### config.mk
export PLATFORM = sky130hd
export DESIGN_NAME = lit_timer
export DESIGN_NICKNAME = d
export VERILOG_FILES = /design/src/rtl/lit_pkg.sv /design/src/rtl/lit_regs.sv /design/src/rtl/lit_prescaler.sv /design/src/rtl/lit_counter.sv /design/src/rtl/lit_timer.sv
export SDC_FILE = /design/constraint.sdc
export NUM_CORES = 1
export LEC_CHECK = 0
export BUFFER_PORTS_ARGS = -buffer_cell sky130_fd_sc_hd__buf_2
export CELL_PAD_IN_SITES_DETAIL_PLACEMENT = 2
export CELL_PAD_IN_SITES_GLOBAL_PLACEMENT = 2
export CORE_MARGIN = 4
export CORE_UTILIZATION = 37
export CTS_BUF_LIST = sky130_fd_sc_hd__clkbuf_8
export DETAILED_ROUTE_END_ITERATION = 6
export GPL_ROUTABILITY_DRIVEN = 0
export HOLD_SLACK_MARGIN = 0.06
export PLACE_DENSITY_LB_ADDON = 0.08
export SYNTH_ARGS = -nofsm -noshare
export SYNTH_HDL_FRONTEND = slang
export SYNTH_SLANG_ARGS = --single-unit
### constraint.sdc
create_clock -name clk -period 10.6 [get_ports clk]
set_clock_uncertainty 0.1 [all_clocks]
set_input_delay 0.53 -clock clk [delete_from_list [all_inputs] [get_ports clk]]
set_output_delay 0.53 -clock clk [all_outputs]
set_load 0.05 [all_outputs]
### src/rtl/lit_pkg.sv
`timescale 1ns/1ps
package lit_pkg;

   localparam int ADDR_W   = 2;
   localparam int DATA_W   = 32;
   localparam int VEC_W    = 8;
   localparam int SHIFT_W  = 3;
   localparam int BIT_REP  = 17;
   localparam int BIT_MASK = 16;

   typedef enum logic [ADDR_W-1:0] {
      SEL_ENTRY = 2'd0,
      SEL_INIT  = 2'd1,
      SEL_CURR  = 2'd2,
      SEL_DIV   = 2'd3
   } reg_sel_e;

   typedef struct packed {
      logic             repeat_en;
      logic             masked;
      logic [VEC_W-1:0] vector;
   } entry_t;

   // shift amount: code plus one, wrapping in three bits
   function automatic logic [SHIFT_W-1:0] code_to_shift(input logic [SHIFT_W-1:0] code);
      return code + SHIFT_W'(1);
   endfunction

endpackage

### src/rtl/lit_regs.sv
`timescale 1ns/1ps
module lit_regs
   import lit_pkg::*;
#(
   parameter int CNT_W = 32
) (
   input  logic                  clk,
   input  logic                  rst_n,
   input  logic                  wr_en,
   input  logic [ADDR_W-1:0]     addr,
   input  logic [DATA_W-1:0]     wdata,
   output entry_t                entry,
   output logic [SHIFT_W-1:0]    div_code,
   output logic [CNT_W-1:0]      init_val,
   output logic                  load,
   output logic [CNT_W-1:0]      load_val
);

   logic wr_entry, wr_div;

   assign wr_entry = wr_en && (reg_sel_e'(addr) == SEL_ENTRY);
   assign wr_div   = wr_en && (reg_sel_e'(addr) == SEL_DIV);
   assign load     = wr_en && (reg_sel_e'(addr) == SEL_INIT);
   assign load_val = wdata[CNT_W-1:0];

   always_ff @(posedge clk) begin
      if (!rst_n) begin
         entry    <= '{repeat_en: 1'b0, masked: 1'b1, vector: '0};
         div_code <= '0;
         init_val <= '0;
      end else begin
         if (wr_entry) begin
            entry.repeat_en <= wdata[BIT_REP];
            entry.masked    <= wdata[BIT_MASK];
            entry.vector    <= wdata[VEC_W-1:0];
         end
         if (wr_div)
            div_code <= {wdata[3], wdata[1], wdata[0]};
         if (load)
            init_val <= load_val;
      end
   end

   assert_div_gather_R2: assert property (@(posedge clk) disable iff (!rst_n)
      wr_div |=> div_code == {$past(wdata[3]), $past(wdata[1]), $past(wdata[0])});

   assert_entry_fields_R4: assert property (@(posedge clk) disable iff (!rst_n)
      wr_entry |=> (entry.repeat_en == $past(wdata[BIT_REP])) &&
                   (entry.masked == $past(wdata[BIT_MASK])));

endmodule

### src/rtl/lit_prescaler.sv
`timescale 1ns/1ps
module lit_prescaler
   import lit_pkg::*;
(
   input  logic               clk,
   input  logic               rst_n,
   input  logic               restart,
   input  logic [SHIFT_W-1:0] shift,
   output logic               tick
);

   localparam int PW  = (1 << SHIFT_W) - 1;
   localparam int PWX = PW + 1;

   logic [PW-1:0]  phase;
   logic [PWX-1:0] span;

   // low 'shift' bits of phase all ones -> period boundary
   assign span = (PWX'(1) << shift) - PWX'(1);
   assign tick = &(phase | ~span[PW-1:0]);

   always_ff @(posedge clk) begin
      if (!rst_n || restart)
         phase <= '0;
      else
         phase <= phase + PW'(1);
   end

   assert_tick_spacing_R3: assert property (@(posedge clk) disable iff (!rst_n)
      (tick && shift != '0 && !restart) |=> (!tick || shift == '0));

   assert_restart_phase_R5: assert property (@(posedge clk) disable iff (!rst_n)
      (restart && $past(shift) != '0 && shift != '0) |=> !tick);

endmodule

### src/rtl/lit_counter.sv
`timescale 1ns/1ps
module lit_counter
   import lit_pkg::*;
#(
   parameter int CNT_W = 32
) (
   input  logic             clk,
   input  logic             rst_n,
   input  logic             load,
   input  logic [CNT_W-1:0] load_val,
   input  logic [CNT_W-1:0] init_val,
   input  logic             tick,
   input  entry_t           entry,
   output logic [CNT_W-1:0] count,
   output logic             irq_pulse,
   output logic [VEC_W-1:0] irq_vector
);

   logic armed;
   logic expire;

   assign expire = armed && tick && (count == '0);

   always_ff @(posedge clk) begin
      if (!rst_n) begin
         count <= '0;
         armed <= 1'b0;
      end else if (load) begin
         count <= load_val;
         armed <= |load_val;
      end else if (armed && tick) begin
         if (count == '0) begin
            if (entry.repeat_en)
               count <= init_val;
            else
               armed <= 1'b0;
         end else begin
            count <= count - CNT_W'(1);
         end
      end
   end

   always_ff @(posedge clk) begin
      if (!rst_n) begin
         irq_pulse  <= 1'b0;
         irq_vector <= '0;
      end else begin
         irq_pulse <= expire && !load && !entry.masked;
         if (expire)
            irq_vector <= entry.vector;
      end
   end

   assert_load_value_R5: assert property (@(posedge clk) disable iff (!rst_n)
      load |=> count == $past(load_val));

   assert_idle_hold_R6: assert property (@(posedge clk) disable iff (!rst_n)
      (!armed && !load) |=> $stable(count));

   assert_idle_silent_R9: assert property (@(posedge clk) disable iff (!rst_n)
      !armed |=> !irq_pulse);

   assert_single_pulse_R10: assert property (@(posedge clk) disable iff (!rst_n)
      irq_pulse |=> !irq_pulse);

endmodule

### src/rtl/lit_timer.sv
`timescale 1ns/1ps
module lit_timer
   import lit_pkg::*;
#(
   parameter int CNT_W  = 32,
   parameter int RD_REG = 0
) (
   input  logic              clk,
   input  logic              rst_n,
   input  logic              bus_wr,
   input  logic [1:0]        bus_addr,
   input  logic [31:0]       bus_wdata,
   output logic [31:0]       bus_rdata,
   output logic              irq_pulse,
   output logic [7:0]        irq_vector
);

   if (CNT_W < 2 || CNT_W > DATA_W) begin : g_bad_width
      $error("lit_timer: CNT_W must lie in 2..32");
   end
   if (RD_REG != 0 && RD_REG != 1) begin : g_bad_rdreg
      $error("lit_timer: RD_REG must be 0 or 1");
   end

   entry_t             entry;
   logic [SHIFT_W-1:0] div_code;
   logic [CNT_W-1:0]   init_val, load_val, count;
   logic               load, tick;
   logic [DATA_W-1:0]  rd_mux;

   lit_regs #(.CNT_W(CNT_W)) u_regs (
      .clk      (clk),
      .rst_n    (rst_n),
      .wr_en    (bus_wr),
      .addr     (bus_addr),
      .wdata    (bus_wdata),
      .entry    (entry),
      .div_code (div_code),
      .init_val (init_val),
      .load     (load),
      .load_val (load_val)
   );

   lit_prescaler u_presc (
      .clk     (clk),
      .rst_n   (rst_n),
      .restart (load),
      .shift   (code_to_shift(div_code)),
      .tick    (tick)
   );

   lit_counter #(.CNT_W(CNT_W)) u_cnt (
      .clk        (clk),
      .rst_n      (rst_n),
      .load       (load),
      .load_val   (load_val),
      .init_val   (init_val),
      .tick       (tick),
      .entry      (entry),
      .count      (count),
      .irq_pulse  (irq_pulse),
      .irq_vector (irq_vector)
   );

   always_comb begin
      rd_mux = '0;
      case (reg_sel_e'(bus_addr))
         SEL_ENTRY: begin
            rd_mux[BIT_REP]     = entry.repeat_en;
            rd_mux[BIT_MASK]    = entry.masked;
            rd_mux[VEC_W-1:0]   = entry.vector;
         end
         SEL_INIT: rd_mux = DATA_W'(init_val);
         SEL_CURR: rd_mux = DATA_W'(count);
         SEL_DIV:  rd_mux = {28'd0, div_code[2], 1'b0, div_code[1], div_code[0]};
         default:  rd_mux = '0;
      endcase
   end

   if (RD_REG == 1) begin : g_rd_flop
      logic [DATA_W-1:0] rd_q;
      always_ff @(posedge clk) begin
         if (!rst_n) rd_q <= '0;
         else        rd_q <= rd_mux;
      end
      assign bus_rdata = rd_q;
   end else begin : g_rd_comb
      assign bus_rdata = rd_mux;
   end

   assert_mask_gates_R8: assert property (@(posedge clk) disable iff (!rst_n)
      entry.masked |=> !irq_pulse);

endmodule

# [Yosys cells after proc, flatten, opt, wreduce, memory -nomap -nowiden]
# Cells that the tools add are included.
[word_totals] ff_bits=94 latch_bits=0 mem_bits_rw=0 mem_bits_ro=0 inputBits=37 output_inout_bits=41 word_cells=53 mem_count=0
[op_classes] add_sub_neg=4 n_mul=0 n_div=0 n_lt_le_gt_ge=0 n_eq_ne=5 shift=1 muxes=12 n_bitwise=2 n_reduce_logical=19
[ops] operator="32-bit 2-to-1 mux" n=4
[ops] operator="32-bit zero test" n=1
[ops] operator="8-bit case mux with 4 select lines" n=1
[ops] operator="32-bit OR reduction" n=1
[ops] operator="32-bit by 1-bit subtractor with 32-bit output (second input constant)" n=1
[ops] operator="14-bit case mux with 2 select lines" n=1
[ops] operator="8-bit case mux with 2 select lines" n=1
[ops] operator="2-bit case mux with 4 select lines" n=1
[ops] operator="7-bit by 1-bit adder with 7-bit output (second input constant)" n=1
[ops] operator="1-bit logical AND" n=7
[ops] operator="7-bit inverter" n=1
[ops] operator="7-bit bitwise OR" n=1
[ops] operator="7-bit AND reduction" n=1
[ops] operator="1-bit by 3-bit left shift with 7-bit output (first input constant)" n=1
[ops] operator="7-bit by 2-bit subtractor with 7-bit output (second input constant)" n=1
[ops] operator="2-bit == test (second input constant)" n=2
[ops] operator="1-bit 2-to-1 mux" n=4
[ops] operator="2-bit nonzero test" n=2
[ops] operator="3-bit by 1-bit adder with 3-bit output (second input constant)" n=1
[ops] operator="1-bit zero test" n=3
[ops] operator="3-bit by 2-bit inequality test with 1-bit output (second input constant)" n=1
[ops] operator="3-bit AND reduction" n=1
[ops] operator="2-bit by 1-bit == test with 1-bit output (second input constant)" n=1
[ops] operator="2-bit zero test" n=1
[ops] operator="other kinds (3)" n=3

# [Depth between registers and ports, before layout]
[depth] ltp_word=10 mapped_depth=16 ltp_nobuf=12

# [Cells and area by module]
# From an unflattened synthesis, not the netlist that was laid out.
[unflattened] hier_cells=702 area_unflattened_um2=5768.0
[modules_own_cells] module="lit_counter" n_inst=1 cells_each=355 area_per_inst_um2=2840.2 seq_area_each_um2=840.8
[modules_own_cells] module="lit_regs" n_inst=1 cells_each=217 area_per_inst_um2=1991.9 seq_area_each_um2=900.9
[modules_own_cells] module="lit_timer" n_inst=1 cells_each=93 area_per_inst_um2=624.3 seq_area_each_um2=0.0
[modules_own_cells] module="lit_prescaler" n_inst=1 cells_each=37 area_per_inst_um2=311.5 seq_area_each_um2=140.1

# [Worst setup path after synthesis]
# Ideal clock, no wire load.
[synth_timing] path_kind="reg2reg" from="register u_regs.div_code[1]" to="register u_cnt.count[21]" setup_time_ps=74 arrival_ps=3372 required_time_ps=10426 slack_ps=7054 stages_incl_launch_ff=17 n_path_buf=4 period_less_slack_ps=3546 cell_sequence="dfxtp_1 clkbuf_1 and2_1 ha_1 clkbuf_1 nor2b_1 nand2b_1 ha_1 o221ai_1 a31oi_1 o2111ai_1 or3_1 nor2_1 buf_2 clkbuf_1 o211ai_1 a31oi_1"
[synth_via] elab_chain_cells=9
[synth_rtl] element="start: declaration" line="lit_regs.sv:13" text="output logic [SHIFT_W-1:0] div_code,"
[synth_rtl] element="start signal: assignment" line="lit_regs.sv:38" text="div_code <= {wdata[3], wdata[1], wdata[0]};"
[synth_rtl] element="3-bit by 1-bit adder with 3-bit output" line="lit_pkg.sv:26" text="return code + SHIFT_W'(1);"
[synth_rtl] element="1-bit by 3-bit left shift with 7-bit output" line="lit_prescaler.sv:19" text="assign span = (PWX'(1) << shift) - PWX'(1);"
[synth_rtl] element="7-bit by 2-bit subtractor with 7-bit output" line="lit_prescaler.sv:19"
[synth_rtl] element="7-bit inverter" line="lit_prescaler.sv:20" text="assign tick = &(phase | ~span[PW-1:0]);"
[synth_rtl] element="7-bit bitwise OR" line="lit_prescaler.sv:20"
[synth_rtl] element="7-bit AND reduction" line="lit_prescaler.sv:20"
[synth_rtl] element="1-bit logical AND" line="lit_counter.sv:31" text="end else if (armed && tick) begin"
[synth_rtl] element="2-bit nonzero test (no source line)"
[synth_rtl] element="2-bit AND reduction (no source line)"
[synth_rtl] element="end signal: assignment" line="lit_counter.sv:29" text="count <= load_val;"
[synth_rtl] element="end signal: assignment" line="lit_counter.sv:34" text="count <= init_val;"
[synth_rtl] element="end signal: assignment" line="lit_counter.sv:38" text="count <= count - CNT_W'(1);"
[synth_rtl] element="end: declaration" line="lit_counter.sv:14" text="output logic [CNT_W-1:0] count,"
# No other way between the ends.
# A chain may end at the register's enable or synchronous reset.

# [Worst setup path after layout]
[layout_timing] from="register u_regs.div_code[1]" to="register u_cnt.armed"
[layout_via] elab_chain_cells=9
[layout_rtl] element="3-bit by 1-bit adder with 3-bit output" line="lit_pkg.sv:26"
[layout_rtl] element="1-bit by 3-bit left shift with 7-bit output" line="lit_prescaler.sv:19"
[layout_rtl] element="7-bit by 2-bit subtractor with 7-bit output" line="lit_prescaler.sv:19"
[layout_rtl] element="7-bit inverter" line="lit_prescaler.sv:20"
[layout_rtl] element="7-bit bitwise OR" line="lit_prescaler.sv:20"
[layout_rtl] element="7-bit AND reduction" line="lit_prescaler.sv:20"
[layout_rtl] element="1-bit logical AND" line="lit_counter.sv:31"
[layout_rtl] element="2-bit nonzero test (no source line)"
[layout_rtl] element="3-bit AND reduction (no source line)"
[layout_rtl] element="end signal: assignment" line="lit_counter.sv:30" text="armed <= |load_val;"
[layout_rtl] element="end: declaration" line="lit_counter.sv:19" text="logic armed;"
# No other way between the ends.

==> metrics list <==
- At the placement stage, the worst setup path has a slack of 6500 ps.
- Max stage delay on crit path: 630 ps
- In this run, placement finished with an instance count of 942.
- Sequential cell area fraction in the yosys report: 34.2%
- The number of antenna diodes in the final layout is 0.
- The worst setup path is launched from a flop.
- First-pass GRT wire length: 33,900 µm
- Most common library cells after synthesis: sky130_fd_sc_hd__nand2_1, sky130_fd_sc_hd__dfxtp_1, sky130_fd_sc_hd__a21oi_1
- Non-Filler Instances: 958
- After synthesis, the share of flip-flops with an asynchronous set or reset is 0%.
* Top-area cell type share of the netlist area: about 34%
* Cells traversed along the worst timing path: and2_1 > ha_1 > nor2b_1 > nand2b_1 > ha_1 > nor3b_1 > o21ai_0 > o2111ai_1 > nor3_1 > nand3_1 > o31a_1
* Area growth, synth to finish: 12.0%
- Category of the worst setup path capture point: flop
* WS Path Type: flop to flop
- Ratio of total power to cell area: 142 nW/µm²
* Worst hold-check path type: input port to flop
- The die is 130 µm wide.
- Hpwl dp: around 14,000 µm
- Buffers placed on the I/O ports in this run total 77.
- Clock H-tree levels: 3
- Remaining routing DRC violations: 0
- Average wire per cell in the routed design: approximately 22 µm
- Number of warnings printed during yosys synthesis: 0
- Of the total power, the share spent switching nets is 34.8%.
* Effective utilization at floorplan: 37.8%
- Initial antenna violation count: 0
- Detailed routing inserted a total of 5,780 vias.
- Post-DRT Antenna Nets: 0
- TritonCTS built the clock tree.
* Clock network fraction of total power: 31.2%
- Among all stages on the critical path, the largest delay is contributed by sky130_fd_sc_hd__dfxtp_1.
- Yosys mapped a number of flops with a built-in enable equal to 0.
* Share of power burned in combinational logic: 24.7%
- STA puts the critical path data arrival time at 4380 ps.
- Floorplan die area: roughly 17,000 µm²
- The floorplan has 44 rows.
- Number of setup violations in the final report: 0
* Via count of the first global-routing pass: approximately 6,200
- In this run the worst path has a maximum fanout of 14.
- Starting DRT DRC Count: between 300 and 400
- Post-CTS repair changed the size of 0 cells.
- Static leakage power: 2.36 nW
* Max IR drop VDD: 0.0000661 V
- PnR worst setup slack: 6400 ps
* Number of different library cells in the post-synthesis netlist: 61
- Post-CTS Setup Bufs: 0
- CTS saw 94 sinks.
* Total negative setup slack: 0 ps
- Fin. Hold Viols: 0
* Total net switching power: 305 µW
* CTS Hold Bufs: 0
- Worst slew margin: 21.8%
- In this run the cell area of the synthesized design comes to ~5500 µm².
* Bufs on Longest Clock Path: 2
- Together, buffers and inverters on the worst path number 0.
* Number of pins exceeding their max-slew limit in the final report: 0
* Root Driver: sky130_fd_sc_hd__clkbuf_8
- Final critical delay including setup and external delays: roughly 4200 ps
- For the worst setup path, the data required time is 10,780 ps.
- Pin count of the biggest net entering global routing: 75
* Internal cell power: 570 µW
- Setup repair after global routing left no endpoint under its margin.
* Net count after synthesis: 782
- Cell type with the largest total area after synthesis: sky130_fd_sc_hd__dfxtp_1
- Total track usage: 25.5%
* I/O pin total: 78
- Count of TritonRoute iterations in the first routing pass: 5
* Total congestion overflow after global routing: 0
- Count leader, synth: sky130_fd_sc_hd__nand2_1
* Crit path top cell by count: sky130_fd_sc_hd__ha_1
* Post-layout net count: around 820
- Worst skew pair latency: 380 ps
* CTS buffer count: 9
- Power share of the sequential group: 44.1%
- Ys flop type: sky130_fd_sc_hd__dfxtp_1
- Vias per cell: 6.03
- Max-cap violation count: 0
- For this run, the top clock speed supported by timing is between 200 and 250 MHz.
- FF+latch count, synth: 94
- Avg Cell Area, Syn: approximately 7.5 µm²
- Yosys attributes the largest share of cell area to sky130_fd_sc_hd__dfxtp_1, sky130_fd_sc_hd__nand2_1, sky130_fd_sc_hd__a21oi_1.
- Measured along the y axis, the die boundary spans 130 µm.
- At the pin with the least slew margin, the transition time is 1160 ps.
* Clock-pin slew reported for the worst setup and hold paths after clock tree synthesis: 100 ps
- Largest delay contributor family on the critical path: simple AND/OR/NAND/NOR gates
* Core area: around 15,000 µm²
* Layout cell share with drive strength beyond 1: 14.9%
- The run finished with clean final reports.
- Period Utilization, post-route: 39.6%
- Post-synthesis cell count: 733
* Final routed wirelength across all metal layers: 21,200 µm
[power groups by stage]
stage	combinational [mW]	clock [mW]	sequential, mW
2_1_floorplan	0.154	0	0.385
3_3_place_gp	0.205	0	0.392
3_5_place_dp	0.213	0	0.394
4_1_cts	0.216	0.278	0.385
5_1_grt	0.238	0.295	0.388
6_report	0.216	0.273	0.386
[routing by layer]
metal,wire [µm],track usage (%)
met1,9530,32.2
met2,10500,45.3
met3,693,2.95
met4,397,8.07
met5,0,0
[path summary, 6_finish.rpt]
kind                 startpoint                  end  slack, ps  cells past startpoint
max          u_regs.div_code[1]          u_cnt.armed       6400                     11
min               bus_wdata[10]  u_regs.init_val[10]        310                      3
max reg2reg  u_regs.div_code[1]          u_cnt.armed       6400                     11
min reg2reg    u_presc.phase[0]     u_presc.phase[0]        370                      1
[logic make-up (layout without fill, tap and decap cells)]
kind of cell	after synthesis	count (layout)	synth area share, %
buffers and inverters	76	117	5.55
DFF	94	94	34.2
muxes	12	12	2.19
adders and majority gates	12	12	2.73
AOI/OAI and AO/OA	222	222	25.7
xor gates and xnor gates	19	19	3.03
and+or+nand+nor	298	298	26.5
[tightest hold or removal path, stage by stage]
cell	delay, ps
sky130_fd_sc_hd__buf_2	120
sky130_fd_sc_hd__nand2_1	50
sky130_fd_sc_hd__a21oi_1	50
[final cells by class]
cell class	instances	area, µm²
Tap cell	184	230
Inverter	16	60.1
Multi-Input combinational cell	563	3320
Clock inverter	7	91.3
Fill cell	1747	8380
Timing Repair Buffer	85	445
Clock buffer	9	124
Sequential cell	94	1880
[sequential cells by signal, indices dropped and copies added (netlist names)]
register,cells
u_cnt.armed,1
u_cnt.count,32
u_cnt.irq_pulse,1
u_cnt.irq_vector,8
u_presc.phase,7
u_regs.div_code,3
u_regs.entry,10
u_regs.init_val,32
[cells in the final DEF, fill, tap and decap left out, types with 9 or more instances in the layout]
cell	synthesis	layout
sky130_fd_sc_hd__a21oi_1	69	69
sky130_fd_sc_hd__o211ai_1	20	20
sky130_fd_sc_hd__nor3_1	17	17
sky130_fd_sc_hd__nand3_1	16	16
sky130_fd_sc_hd__clkbuf_8	0	9
sky130_fd_sc_hd__o31ai_1	11	11
sky130_fd_sc_hd__dfxtp_1	94	94
sky130_fd_sc_hd__a22oi_1	29	29
sky130_fd_sc_hd__mux2i_1	12	12
sky130_fd_sc_hd__buf_2	4	77
sky130_fd_sc_hd__nand2_1	136	135
sky130_fd_sc_hd__xnor2_1	11	11
sky130_fd_sc_hd__o21ai_0	33	33
sky130_fd_sc_hd__inv_1	15	17
sky130_fd_sc_hd__nor2b_1	24	24
sky130_fd_sc_hd__a31oi_1	19	19
sky130_fd_sc_hd__nor2_1	42	41
sky130_fd_sc_hd__nor4_1	17	17
sky130_fd_sc_hd__ha_1	12	10
[metrics by stage]
stage	instance area, µm²	power [mW]	utilization, %	hold WS [ps]
4_1_cts	6150	0.880	42.3	295
3_5_place_dp	5940	0.606	40.9	353
5_1_grt	6150	0.921	42.3	314
2_1_floorplan	5500	0.539	-	323
6_report	6150	0.875	42.3	309
3_3_place_gp	5940	0.598	40.9	349
Power figures use the tool's default switching activity.
